[config.mk]
export PLATFORM = sky130hd
export DESIGN_NAME = srot_unit
export DESIGN_NICKNAME = d
export VERILOG_FILES = /design/src/rtl/srot_pkg.sv /design/src/rtl/srot_datapath.sv /design/src/rtl/srot_flags.sv /design/src/rtl/srot_unit.sv
export SDC_FILE = /design/constraint.sdc
export NUM_CORES = 1
export LEC_CHECK = 0
export BUFFER_PORTS_ARGS = -buffer_cell sky130_fd_sc_hd__buf_2
export CAP_MARGIN = 20
export CORE_MARGIN = 3
export CORE_UTILIZATION = 40
export DETAILED_ROUTE_END_ITERATION = 6
export PLACE_DENSITY = 0.55
export SKIP_CTS_REPAIR_TIMING = 1
export SYNTH_ARGS = -nofsm -noshare
export SYNTH_HDL_FRONTEND = slang
export SYNTH_SLANG_ARGS = --single-unit
[constraint.sdc]
create_clock -name clk -period 3.8 [get_ports clk]
set_input_delay 0.38 -clock clk [delete_from_list [all_inputs] [get_ports clk]]
set_output_delay 0.38 -clock clk [all_outputs]
set_load 0.01 [all_outputs]
[src/rtl/srot_pkg.sv]
package srot_pkg;
    localparam int DATA_W = 16;

    typedef struct packed {
        logic left;
        logic chain;
        logic rot;
        logic arith;
    } mode_t;
endpackage

[src/rtl/srot_datapath.sv]
module srot_datapath
    import srot_pkg::*;
#(
    parameter int W  = DATA_W,
    parameter int AW = $clog2(W)
) (
    input  logic [W-1:0]  data,
    input  logic [AW-1:0] amt,
    input  mode_t         mode,
    input  logic          cin,
    output logic [W:0]    word
);
    localparam int IW = $clog2(W + 1);

    logic [W:0] ext;
    logic       fill_bit;
    int         len;

    assign ext = {cin, data};

    always_comb begin
        len      = mode.chain ? W + 1 : W;
        fill_bit = mode.arith & (mode.chain ? cin : data[W-1]);
        word     = '0;
        for (int i = 0; i <= W; i++) begin
            int src;
            logic bit_v;
            if (mode.left) begin
                src = i - int'(amt);
                if (src < 0) begin
                    bit_v = mode.rot ? ext[IW'(src + len)] : 1'b0;
                end else begin
                    bit_v = ext[IW'(src)];
                end
            end else begin
                src = i + int'(amt);
                if (src >= len) begin
                    bit_v = mode.rot ? ext[IW'(src - len)] : fill_bit;
                end else begin
                    bit_v = ext[IW'(src)];
                end
            end
            if (i < len) begin
                word[i] = bit_v;
            end
        end
    end
endmodule

[src/rtl/srot_flags.sv]
module srot_flags
    import srot_pkg::*;
#(
    parameter int W  = DATA_W,
    parameter int AW = $clog2(W)
) (
    input  logic [W-1:0]  data,
    input  logic [AW-1:0] amt,
    input  mode_t         mode,
    input  logic          cin,
    input  logic [W:0]    word,
    output logic          cy,
    output logic          ov
);
    localparam int IW = $clog2(W + 1);

    logic [W-1:1] sign_flip;

    for (genvar k = 1; k < W; k++) begin : g_step
        assign sign_flip[k] = (int'(amt) >= k) && (data[W-1-k] != data[W-1]);
    end

    always_comb begin
        if (mode.chain) begin
            cy = word[W];
        end else if (amt == '0) begin
            cy = cin;
        end else if (mode.left) begin
            cy = data[IW'(W - int'(amt))];
        end else begin
            cy = data[IW'(int'(amt) - 1)];
        end
        ov = mode.left & (|sign_flip);
    end
endmodule

[src/rtl/srot_unit.sv]
module srot_unit
    import srot_pkg::*;
#(
    parameter int W = DATA_W
) (
    input  logic         clk,
    input  logic         rst_n,
    input  logic [W-1:0] opnd_a,
    input  logic [W-1:0] opnd_b,
    input  logic [3:0]   mode,
    input  logic         carry_in,
    output logic [W-1:0] result_q,
    output logic         carry_q,
    output logic         ovf_q
);
    localparam int AW = $clog2(W);

    typedef struct packed {
        logic [W-1:0] res;
        logic         cy;
        logic         ov;
    } state_t;

    state_t        st_d, st_q;
    mode_t         mode_s;
    logic [AW-1:0] amt;
    logic [W:0]    word;
    logic          cy_n, ov_n;
    logic          unused_amt_hi;

    assign mode_s        = mode_t'(mode);
    assign amt           = opnd_b[AW-1:0];
    assign unused_amt_hi = ^opnd_b[W-1:AW];

    srot_datapath #(.W(W), .AW(AW)) u_path (
        .data (opnd_a),
        .amt  (amt),
        .mode (mode_s),
        .cin  (carry_in),
        .word (word)
    );

    srot_flags #(.W(W), .AW(AW)) u_flags (
        .data (opnd_a),
        .amt  (amt),
        .mode (mode_s),
        .cin  (carry_in),
        .word (word),
        .cy   (cy_n),
        .ov   (ov_n)
    );

    always_comb begin
        st_d     = st_q;
        st_d.res = word[W-1:0];
        st_d.cy  = cy_n;
        st_d.ov  = ov_n;
    end

    always_ff @(posedge clk) begin
        if (!rst_n) begin
            st_q <= '0;
        end else begin
            st_q <= st_d;
        end
    end

    assign result_q = st_q.res;
    assign carry_q  = st_q.cy;
    assign ovf_q    = st_q.ov;
endmodule

Yosys cells after proc, flatten, opt, wreduce, memory -nomap -nowiden
Index checks and enable logic that the tools add are counted.
{"block": "word_totals", "regBits": 18, "output_inout_bits": 18}
{"block": "op_classes", "n_addsub": 68, "order_cmp": 136, "n_eq_ne": 15, "muxes": 300, "bitwise_logic": 2, "n_reduce_logical": 33}
{"op": "$ge A32 B32 Y1", "count": 15}
{"op": "$lt A5 B7 Y1 const B", "count": 67}
{"op": "$bmux W1 S5", "count": 67}
{"op": "$lt A5 B32 Y1 const A", "count": 8}
{"op": "$mux W1", "count": 230}
{"op": "$lt A4 B32 Y1 const A", "count": 4}
{"op": "$add A5 B5 Y5", "count": 17}
{"op": "$sub A5 B5 Y5", "count": 17}
{"op": "$lt A5 B1 Y1 const B", "count": 16}
{"op": "$lt A3 B32 Y1 const A", "count": 2}
{"op": "$add A4 B4 Y5 const A", "count": 8}
{"op": "$sub A4 B4 Y5 const A", "count": 8}
{"op": "$ge A4 B4 Y1 const B", "count": 8}
{"op": "$ge A5 B32 Y1", "count": 1}
{"op": "$lt A1 B32 Y1 const A", "count": 1}
{"op": "$lt A2 B32 Y1 const A", "count": 1}
{"op": "$lt A6 B32 Y1 const A", "count": 1}
{"op": "$reduce_and A2 Y1", "count": 16}
{"op": "$add A3 B4 Y5 const A", "count": 4}
{"op": "$sub A3 B4 Y5 const A", "count": 4}
{"op": "$ge A4 B3 Y1 const B", "count": 4}
{"op": "$logic_and A1 B1 Y1", "count": 15}
{"op": "$ne A1 B1 Y1", "count": 15}
{"op": "$reduce_or A15 Y1", "count": 1}
{"op": "other kinds (16)", "count": 24}

Depth between registers and ports, before layout
Gate-level depths: netlist (run 1).
{"block": "logic_depth", "depth_word": 10, "ltp_mapped": 14, "mapped_depth_nobuf": 11}

Modules after synthesis
Synthesis (run 1) repeated with hierarchy kept, for this count alone.
{"block": "hier_totals", "hier_cells": 994, "hier_area_um2": 7832.5}
{"mod": "srot_datapath", "instances": 1, "cells_each": 864, "area_per_inst_um2": 6537.5, "seq_area_each_um2": 0.0}
{"mod": "srot_flags", "instances": 1, "cells_each": 93, "area_per_inst_um2": 793.3, "seq_area_each_um2": 0.0}
{"mod": "srot_unit", "instances": 1, "cells_each": 37, "area_per_inst_um2": 501.7, "seq_area_each_um2": 360.3}

Worst setup path after synthesis (run 1)
OpenSTA, ideal clock, no wires.
{"block": "synth_path", "kind": "input-to-reg", "start": "input port opnd_b[1]", "end": "register st_q, in the netlist result_q[13]", "setup_time_ps": 114, "t_arrival_ps": 3353, "required_time_ps": 3686, "slack_ps": 333, "stages": 14, "n_path_buf": 3, "cell_sequence": "buf_2 inv_1 ha_1 buf_2 inv_1 ha_1 buf_2 mux2_2 mux2_2 nor2b_1 a211o_1 nand4b_1 a21oi_1 a21o_1"}
{"block": "synth_via", "elab_chain_cells": 8}
{"item": "start, declared", "line_no": "srot_unit.sv:9", "text": "input logic [W-1:0] opnd_b,"}
{"item": "$add A4 B4 Y5 or $sub A4 B4 Y5 (tied branches)", "line_no": "srot_datapath.sv:36, srot_datapath.sv:29"}
{"item": "$sub A5 B5 Y5 or $add A5 B5 Y5 (tied branches)", "line_no": "srot_datapath.sv:38, srot_datapath.sv:31"}
{"item": "$bmux W1 S5, on equally long branches", "line_no": "srot_datapath.sv:38, srot_datapath.sv:31"}
{"item": "$mux W1, on equally long branches (3 in series)", "line_no": "srot_datapath.sv:38, srot_datapath.sv:31"}
{"item": "$mux W1, on equally long branches", "line_no": "srot_datapath.sv:37, srot_datapath.sv:30"}
{"item": "$mux W1 *", "line_no": "srot_datapath.sv:28", "text": "if (mode.left) begin"}
{"item": "end signal, assigned", "line_no": "srot_unit.sv:64", "text": "st_q <= st_d;"}
{"item": "end, declared", "line_no": "srot_unit.sv:24", "text": "state_t st_d, st_q;"}
Mark *: on every way between the ends. The rest lies on a longest branch, timed or not. The select of a mux whose other input is x is not followed.
A chain may end at the register's enable or synchronous reset.

Final worst setup path (run 1)
{"block": "layout_path", "start": "input port opnd_b[0]", "end": "register st_q, in the netlist result_q[2]"}
{"block": "layout_via", "elab_chain_cells": 8}
{"item": "$add A2 B4 Y5 or $sub A2 B4 Y5 (tied branches)", "line_no": "srot_datapath.sv:36, srot_datapath.sv:29"}
{"item": "$sub A5 B5 Y5 or $add A5 B5 Y5 (tied branches)", "line_no": "srot_datapath.sv:38, srot_datapath.sv:31"}
{"item": "$bmux W1 S5, on equally long branches", "line_no": "srot_datapath.sv:38, srot_datapath.sv:31"}
{"item": "$mux W1, on equally long branches (3 in series)", "line_no": "srot_datapath.sv:38, srot_datapath.sv:31"}
{"item": "$mux W1, on equally long branches", "line_no": "srot_datapath.sv:37, srot_datapath.sv:30"}
{"item": "$mux W1 *", "line_no": "srot_datapath.sv:28"}
Marked as above.

==> results.md, run 1 <==
- The flow ran to the end, and the final reports show no timing, DRC or antenna violations.
- TritonCTS built the clock tree.
- The total of buffers placed on input and output ports is 44.
- Counting flops with an async set or reset pin after synthesis yields a share of 0.
- In this run the standard cell core region covers 18770 sq um.
- The die is 144.6 microns wide.
- The most common flop cell mapped by yosys is dfxtp_1.
- The wire length after detailed routing is 31270 microns.
- The worst setup path category is input pin to register.
- The maximum fanout along the worst path is 9.
- The destination of the worst hold path is carry_q$_SDFF_PN0_.
- Setup repair after global routing left no endpoint under its margin.
- The number of enable-type register cells in the synthesized netlist is 0.
- The total of flip-flops plus latches after synthesis is 18.
- The worst endpoint data arrival time is 3.37 ns.
- The type of origin of the critical path is an input pin.
- In this run the vertical extent of the chip is 144.6 microns.
- The Yosys warning count is 0.
- Of the total power, the clock network draws 0.123.
- In this run, the number of DRC markers left after iteration 0 of detailed routing was 1087.
- The library cell used as clock root buffer is clkbuf_16.
- The distinct cell type count of the synthesized netlist is 83.
- The number of failing hold endpoints at the final stage is 0.
- The number of nets in the synthesized netlist is 1020.
- The share of the Yosys chip area taken by registers is 0.04688.
- The maximum number of pins on one net before global-route repair is 48.
- After synthesis, the mean cell area works out to 8.265 sq um.
- The instance count of the mapped netlist is 930.
- Leaving out fill and tap cells, the most frequent cells in the layout are 82 x nand2_1, 65 x nor2_1, 63 x buf_4, 51 x mux4_2, 49 x ha_1.
- The number of H-tree levels is 1.
- Clock-pin slew was measured on the worst setup and hold paths at 0.07 ns.
- In this run the core area contains 50 standard-cell rows.
- The total congestion overflow after global routing is 0.
- Internal power comes to 995.6 uW.
- The cell area that synthesis handed to floorplanning was 7686 sq um.
- The via count is 8297.
- In the final timing run, aggregate negative setup slack is 0 ns.
- At the worst endpoint, the required time is 3.95 ns.
- The worst hold path depth is 3.
- Of the total power, registers draw 0.112.
- The post-route fraction of the period consumed by the critical path is 0.8460.
- The initial core utilization is 0.4095.
- The share of layout cells above drive strength 1 is 0.2354.
- After detailed routing, the number of remaining DRC violations is 0.
- Once detail routing completed, the nets flagged for antenna violations numbered 0.
- The clock drives 18 sinks.
- The initial antenna violation count came to 0.
- For this run, the top clock speed supported by timing is 311.1 MHz.
- The worst setup path is captured at a register.
- The clock passes through at most 2 buffers.
- The final count of pins violating max slew is 0.
- The final layout contains 1048 nets.
- The die outline area is 20910 sq um.
- Across every metal layer, demand over resource in global routing totals 0.2968.
- The repair_antennas step left the layout with diodes totalling 0.
- The number of global-route vias before repair is 7798.
- The design draws 1.957 mW.
- The most common cell after layout, fill and taps aside is nand2_1.
- Setup violations remaining at the end of the flow were counted as 0.
- Relative to the synthesized area, the layout overhead comes to 8.530%.
- The beginning of the worst hold path is mode[2].
- In this run the count of I/O pins placed on the die edge is 57.
- The half-perimeter wire length after detailed placement is 22780 microns.
- The number of detailed-route iterations in the first pass is 6.
- After detailed routing, the number of vias per cell comes to 6.972.
- Headroom to the max-slew limit came out at 0.3251.
- For this design the ratio of total power to cell area is 234.6 nW/um^2.
- Across the VDD grid, the largest voltage drop is 0.1408 mV.
- The number of max-cap violations is 0.
- The analysis attributes to cell leakage a power of 3.265 nW.
- The post-route minimum period is 3.215 ns.
- The measured slew at the worst slew-check pin is 1.012 ns.
- The net switching component of the power is 961.4 uW.
- Routability-driven placement finished with a final weighted congestion of 0.9349.
- The total CTS buffers is 3.
- The net switching share of the total power is 0.4913.
- The wire length of the first global-routing pass is 47380 microns.
- The tightest min-delay check is of the input pin to register type.
- Dividing the detail-routed wire length by the instance count gives 26.28 microns.
- Of the total power, combinational logic draws 0.765.
## synthesized netlist by cell type, types with 10 or more instances
cell type,n,area (sq um)
nand2_1,82,307.8
nor2_1,65,244.0
mux4_2,51,1149
ha_1,50,625.6
a21oi_1,46,230.2
mux2i_1,44,440.4
clkbuf_1,43,161.4
nand3_1,43,215.2
mux2_2,41,461.7
o21ai_0,38,190.2
inv_1,35,131.4
nor3_1,30,150.1
buf_2,22,110.1
a31oi_1,21,131.4
xnor2_1,21,183.9
dfxtp_1,18,360.4
mux4_1,17,446.7
nor2b_1,17,106.4
o22ai_1,16,100.1
a311oi_1,14,122.6
a41oi_1,11,96.34
o211ai_1,11,82.58
nand2b_1,10,62.56
## power by group through the flow
stage	Combinational (mW)	Clock, mW	Sequential [mW]
after detailed placement	1.47	0	0.223
final	1.50	0.240	0.219
after global placement	1.46	0	0.223
after global routing	1.61	0.253	0.221
after floorplan	1.04	0	0.236
after CTS	1.47	0.246	0.219
## worst max-delay path, cell delays in order
cell and delay [ns]:
buf_2 0.13, inv_2 0.11, ha_1 0.37, ha_1 0.59, mux2_2 0.41, mux2_2 0.36
a22oi_1 0.19, nor3_1 0.07, a311oi_1 0.23, a21oi_1 0.15, or3_1 0.37
## cells by family (layout without fill, tap and decap cells)
kind of cell | Yosys count | count (layout) | share of synthesized area
and+or+nand+nor | 300 | 300 | 0.1898
AOI/OAI and AO/OA | 248 | 248 | 0.2235
muxes | 154 | 154 | 0.3282
buffers and inverters | 125 | 151 | 0.07716
adders and majority gates | 51 | 51 | 0.08400
xor gates and xnor gates | 34 | 34 | 0.05046
DFF | 18 | 18 | 0.04688
## registers in the layout, summed over array words and instances, names as in the netlist
name / count
carry_q: 1
ovf_q: 1
result_q: 16
## metal layers
layer	vias to the layer above	wire, microns	track usage
met4	0	1514	0.1119
li1	3687	-	-
met3	95	2956	0.05159
met1	4027	12930	0.4105
met2	488	13870	0.4640
met5	-	0	0
## worst max-delay path by stage
stage,from,end,slack [ns],depth (start not counted)
CTS,opnd_b[0],result_q[2]$_SDFF_PN0_,0.62,11
floorplan,opnd_b[1],result_q[13]$_SDFF_PN0_,0.33,14
finish,opnd_b[0],result_q[2]$_SDFF_PN0_,0.59,11
global placement,opnd_b[0],result_q[2]$_SDFF_PN0_,0.37,11
global route,opnd_b[0],result_q[5]$_SDFF_PN0_,0.41,11
detailed placement,opnd_b[0],result_q[2]$_SDFF_PN0_,0.34,11
## metrics by stage
step / hold WS [ns] / setup WS (ns) / util / std cells / area [sq um]
after floorplan: 0.4969 / 0.3332 / - / 930 / 7686
after global placement: 0.7224 / 0.3722 / 0.4405 / 1187 / 8267
after detailed placement: 0.7119 / 0.3445 / 0.4405 / 1187 / 8267
after CTS: 0.4324 / 0.6167 / 0.4445 / 1190 / 8342
after global routing: 0.4486 / 0.4120 / 0.4445 / 1190 / 8342
final: 0.4520 / 0.5851 / 0.4445 / 1190 / 8342
## cell type report
cell class | count | area (sq um)
inverter | 40 | 150.1
multi-input combinational | 787 | 6750
tap | 234 | 292.8
sequential | 18 | 360.3
timing repair buffer | 108 | 713.2
fill | 1920 | 10430
clock buffer | 3 | 75.07
Note: power is estimated with default switching activity, not from simulation.
==> run 2: changes to the inputs <==
--- a/config.mk
+++ b/config.mk
@@ -10,7 +10,7 @@
 export CORE_MARGIN = 3
 export CORE_UTILIZATION = 40
 export DETAILED_ROUTE_END_ITERATION = 6
-export PLACE_DENSITY = 0.55
+export PLACE_DENSITY = 0.57
 export SKIP_CTS_REPAIR_TIMING = 1
 export SYNTH_ARGS = -nofsm -noshare
 export SYNTH_HDL_FRONTEND = slang
==> constraint.sdc (replaced) <==
create_clock -name clk -period 2.7 [get_ports clk]
set_input_delay 0.27 -clock clk [delete_from_list [all_inputs] [get_ports clk]]
set_output_delay 0.27 -clock clk [all_outputs]
set_load 0.01 [all_outputs]
==> run 2 against run 1 <==
The run now ends with setup timing left. Combinational power increased by 69%. Routed wire length increased by 5.0%. Clock power increased by 60%. Non-clock buffer count increased by 144. Final area increased by 17%. Die area unchanged. Worst setup slack got worse by 0.60 ns. Critical path depth increased by 2. Global-route usage increased by 1.2 points. Utilization increased by 7.4 points. Final cell count increased by 12%. Sequential power increased by 41%. Critical endpoint is now result_q[9]$_SDFF_PN0_. Highest routed layer unchanged.
==> results.md, run 2 (synthesis gave the netlist of run 1 again) <==
- The overall die width is 144.6 microns (unchanged).
- The area of the core is 18770 sq um (unchanged).
- The clock sink total was 18 (unchanged).
- The leakage power summed over all cells is 4.029 nW (was 3.265 nW).
- The cell area after placement is 9443 sq um (was 8267 sq um).
- The area growth from synthesis to final layout is 26.50% (was 8.530%).
- The initial antenna violation count came to 0 (unchanged).
- The number of flip-flops in the largest register is 16 (unchanged).
- The final count of pins violating max slew came to 0 (unchanged).
- The maximum number of pins on one net before global-route repair is 27 (was 48).
- The area occupied by multi-input gates came to 6977 sq um (was 6750 sq um).
- The design internal power is 1.741 mW (was 995.6 uW).
- The summed negative setup slack over all endpoints is -0.01539 ns (was 0 ns).
- The library cell used as clock root buffer is clkbuf_16 (unchanged).
- The sequential cell area is 360.3 sq um (unchanged).
- The power density relative to cell area was 331.9 nW/um^2 (was 234.6 nW/um^2).
- The finished layout cell area is 9723 sq um (was 8342 sq um).
- The average wire per cell in the routed design is 24.58 microns (was 26.28 microns).
- The final net count is 1192 (was 1048).
- The number of detailed-route iterations in the first pass is 5 (was 6).
- The part of the power in registers came to 0.096 (was 0.112).
- The wire length after detailed routing is 32820 microns (was 31270 microns).
- The worst min-delay path class is input pin to register (unchanged).
- The worst endpoint data arrival time was 2.85 ns (was 3.37 ns).
- The standard-cell row count came to 50 (unchanged).
- The post-detailed-route count of antenna-violating nets is 0 (unchanged).
- Status: finished with violations (was completed).
- The worst hold path depth came to 3 (unchanged).
- The kind of capture point of the worst setup path is a register (unchanged).
- The net switching component of the power is 1.486 mW (was 961.4 uW).
- Most frequent cells in the layout: 201 x buf_4, 81 x nand2_1, 62 x nor2_1, 52 x mux4_2 (was 82 x nand2_1, 65 x nor2_1, 63 x buf_4, 51 x mux4_2, 49 x ha_1).
- The number of failing setup endpoints in the final timing report came to 1 (was 0).
- The destination of the worst hold path is result_q[0]$_SDFF_PN0_ (was carry_q$_SDFF_PN0_).
- The data required time of the critical path is 2.84 ns (was 3.95 ns).
- The global placement routability congestion came to 1.005 (was 0.9349).
- The total global-route track usage came to 0.3093 (was 0.2968).
- The number of max-cap violations is 0 (unchanged).
- The half-perimeter wire length after detailed placement was 25100 microns (was 22780 microns).
- The beginning of the worst hold path is rst_n (was mode[2]).
- The final reports fail on setup timing.
- The type of origin of the critical path is an input pin (unchanged).
- The number of H-tree levels is 1 (unchanged).
- The most common cell after layout, fill and taps aside is buf_4 (was nand2_1).
- RSZ-0062 raised after global routing: yes (was no).
- The final core utilization is 0.5181 (was 0.4445).
- The number of placed I/O pins is 57 (unchanged).
- The vertical die dimension is 144.6 microns (unchanged).
- The number of failing hold endpoints at the final stage is 0 (unchanged).
- The initial core utilization was 0.4095 (unchanged).
- The worst-case clock buffer depth is 2 (unchanged).
- The total chip power came to 3.227 mW (was 1.957 mW).
- The clock input transition at the sequential cells of the worst setup and hold paths was 0.08 ns (was 0.07 ns).
- The number of antenna cells inserted came to 0 (unchanged).
- The routed via count divided by cell count came to 6.738 (was 6.972).
- The post-route minimum period is 2.715 ns.
- The total of buffers placed on input and output ports is 44 (unchanged).
- The worst setup path category is input pin to register (unchanged).
- The share of layout cells above drive strength 1 is 0.3660 (was 0.2354).
- The total CTS buffers is 3 (unchanged).
- The highest clock rate is 368.3 MHz.
- The worst slew margin relative to its limit is 0.4970 (was 0.3251).
- The count of fill cells added during filler insertion is 1793 (was 1920).
- The TritonCTS clock tree is done (unchanged).
- The worst-case vdd ir drop is 0.2129 mV (was 0.1408 mV).
- The measured slew at the worst slew-check pin is 0.7447 ns (was 1.012 ns).
- The count of routing violations after the opening detailed-route iteration is 1194 (was 1087).
- The post-route worst setup slack was -0.01539 ns (was 0.5851 ns).
- The detailed-route DRC error count is 0 (unchanged).
- The maximum fanout along the worst path is 5 (was 9).
- The via count is 8995 (was 8297).
- The post-route fraction of the period consumed by the critical path is 1.006.
- The total congestion overflow after global routing is 0 (unchanged).
- The die outline area is 20910 sq um (unchanged).
- The number of global-route vias before repair is 8377 (was 7798).
- The fraction of power consumed by the clock network came to 0.119 (was 0.123).
- The logic gate share of total power was 0.785 (was 0.765).
- The wire length of the first global-routing pass is 49540 microns (was 47380 microns).
- The net switching share of the total power is 0.4604 (was 0.4913).
run 2: per-layer routing:
metal,vias to the layer above,global-route usage,wire length [microns]
li1,3978,-,-
met3,105,0.05357,3680
met2,593,0.4891,14580
met5,-,0,0
met1,4319,0.4259,13120
met4,0,0.1100,1429
run 2: worst max path at each step:
stage	start	to	slack, ns	cells after the start
after floorplan	opnd_b[1]	result_q[2]$_SDFF_PN0_	-0.15	10
after global placement	opnd_b[1]	result_q[2]$_SDFF_PN0_	-0.36	12
after detailed placement	opnd_b[1]	result_q[2]$_SDFF_PN0_	-0.40	12
after CTS	opnd_b[1]	result_q[2]$_SDFF_PN0_	-0.13	12
after global routing	opnd_b[1]	result_q[2]$_SDFF_PN0_	-0.04	12
final	opnd_b[1]	result_q[9]$_SDFF_PN0_	-0.02	13
run 2: power groups by stage:
stage	logic [mW]	registers [mW]	clock network, mW
after global routing	2.70	0.313	0.392
after CTS	2.41	0.310	0.387
after detailed placement	2.40	0.315	0
after global placement	2.39	0.315	0
after floorplan	1.52	0.333	0
final	2.53	0.309	0.384
run 2: layout make-up:
cell class,instances,share of cell area
Tap cell,234,0.03011
Timing Repair Buffer,252,0.1896
Multi-Input combinational cell,787,0.7175
Clock buffer,4,0.009137
Sequential cell,18,0.03706
Inverter,40,0.01660
run 2: worst max-delay path, cell delays in order:
cell and delay, ns:
buf_2 0.11, clkinvlp_4 0.13, ha_4 0.36, inv_6 0.04, ha_4 0.28, buf_12 0.12
mux2_4 0.30, mux2_4 0.31, mux2i_4 0.17, nor3_1 0.07, o31ai_1 0.28, a221o_1 0.27
o211ai_1 0.13
run 2: metrics by stage:
step / setup WS [ns] / hold WS, ns / std cells
after floorplan: -0.1535 / 0.3869 / 930
after global placement: -0.3586 / 0.6096 / 1329
after detailed placement: -0.3980 / 0.6092 / 1329
after CTS: -0.1296 / 0.3213 / 1333
after global routing: -0.04210 / 0.3477 / 1335
final: -0.01539 / 0.3269 / 1335
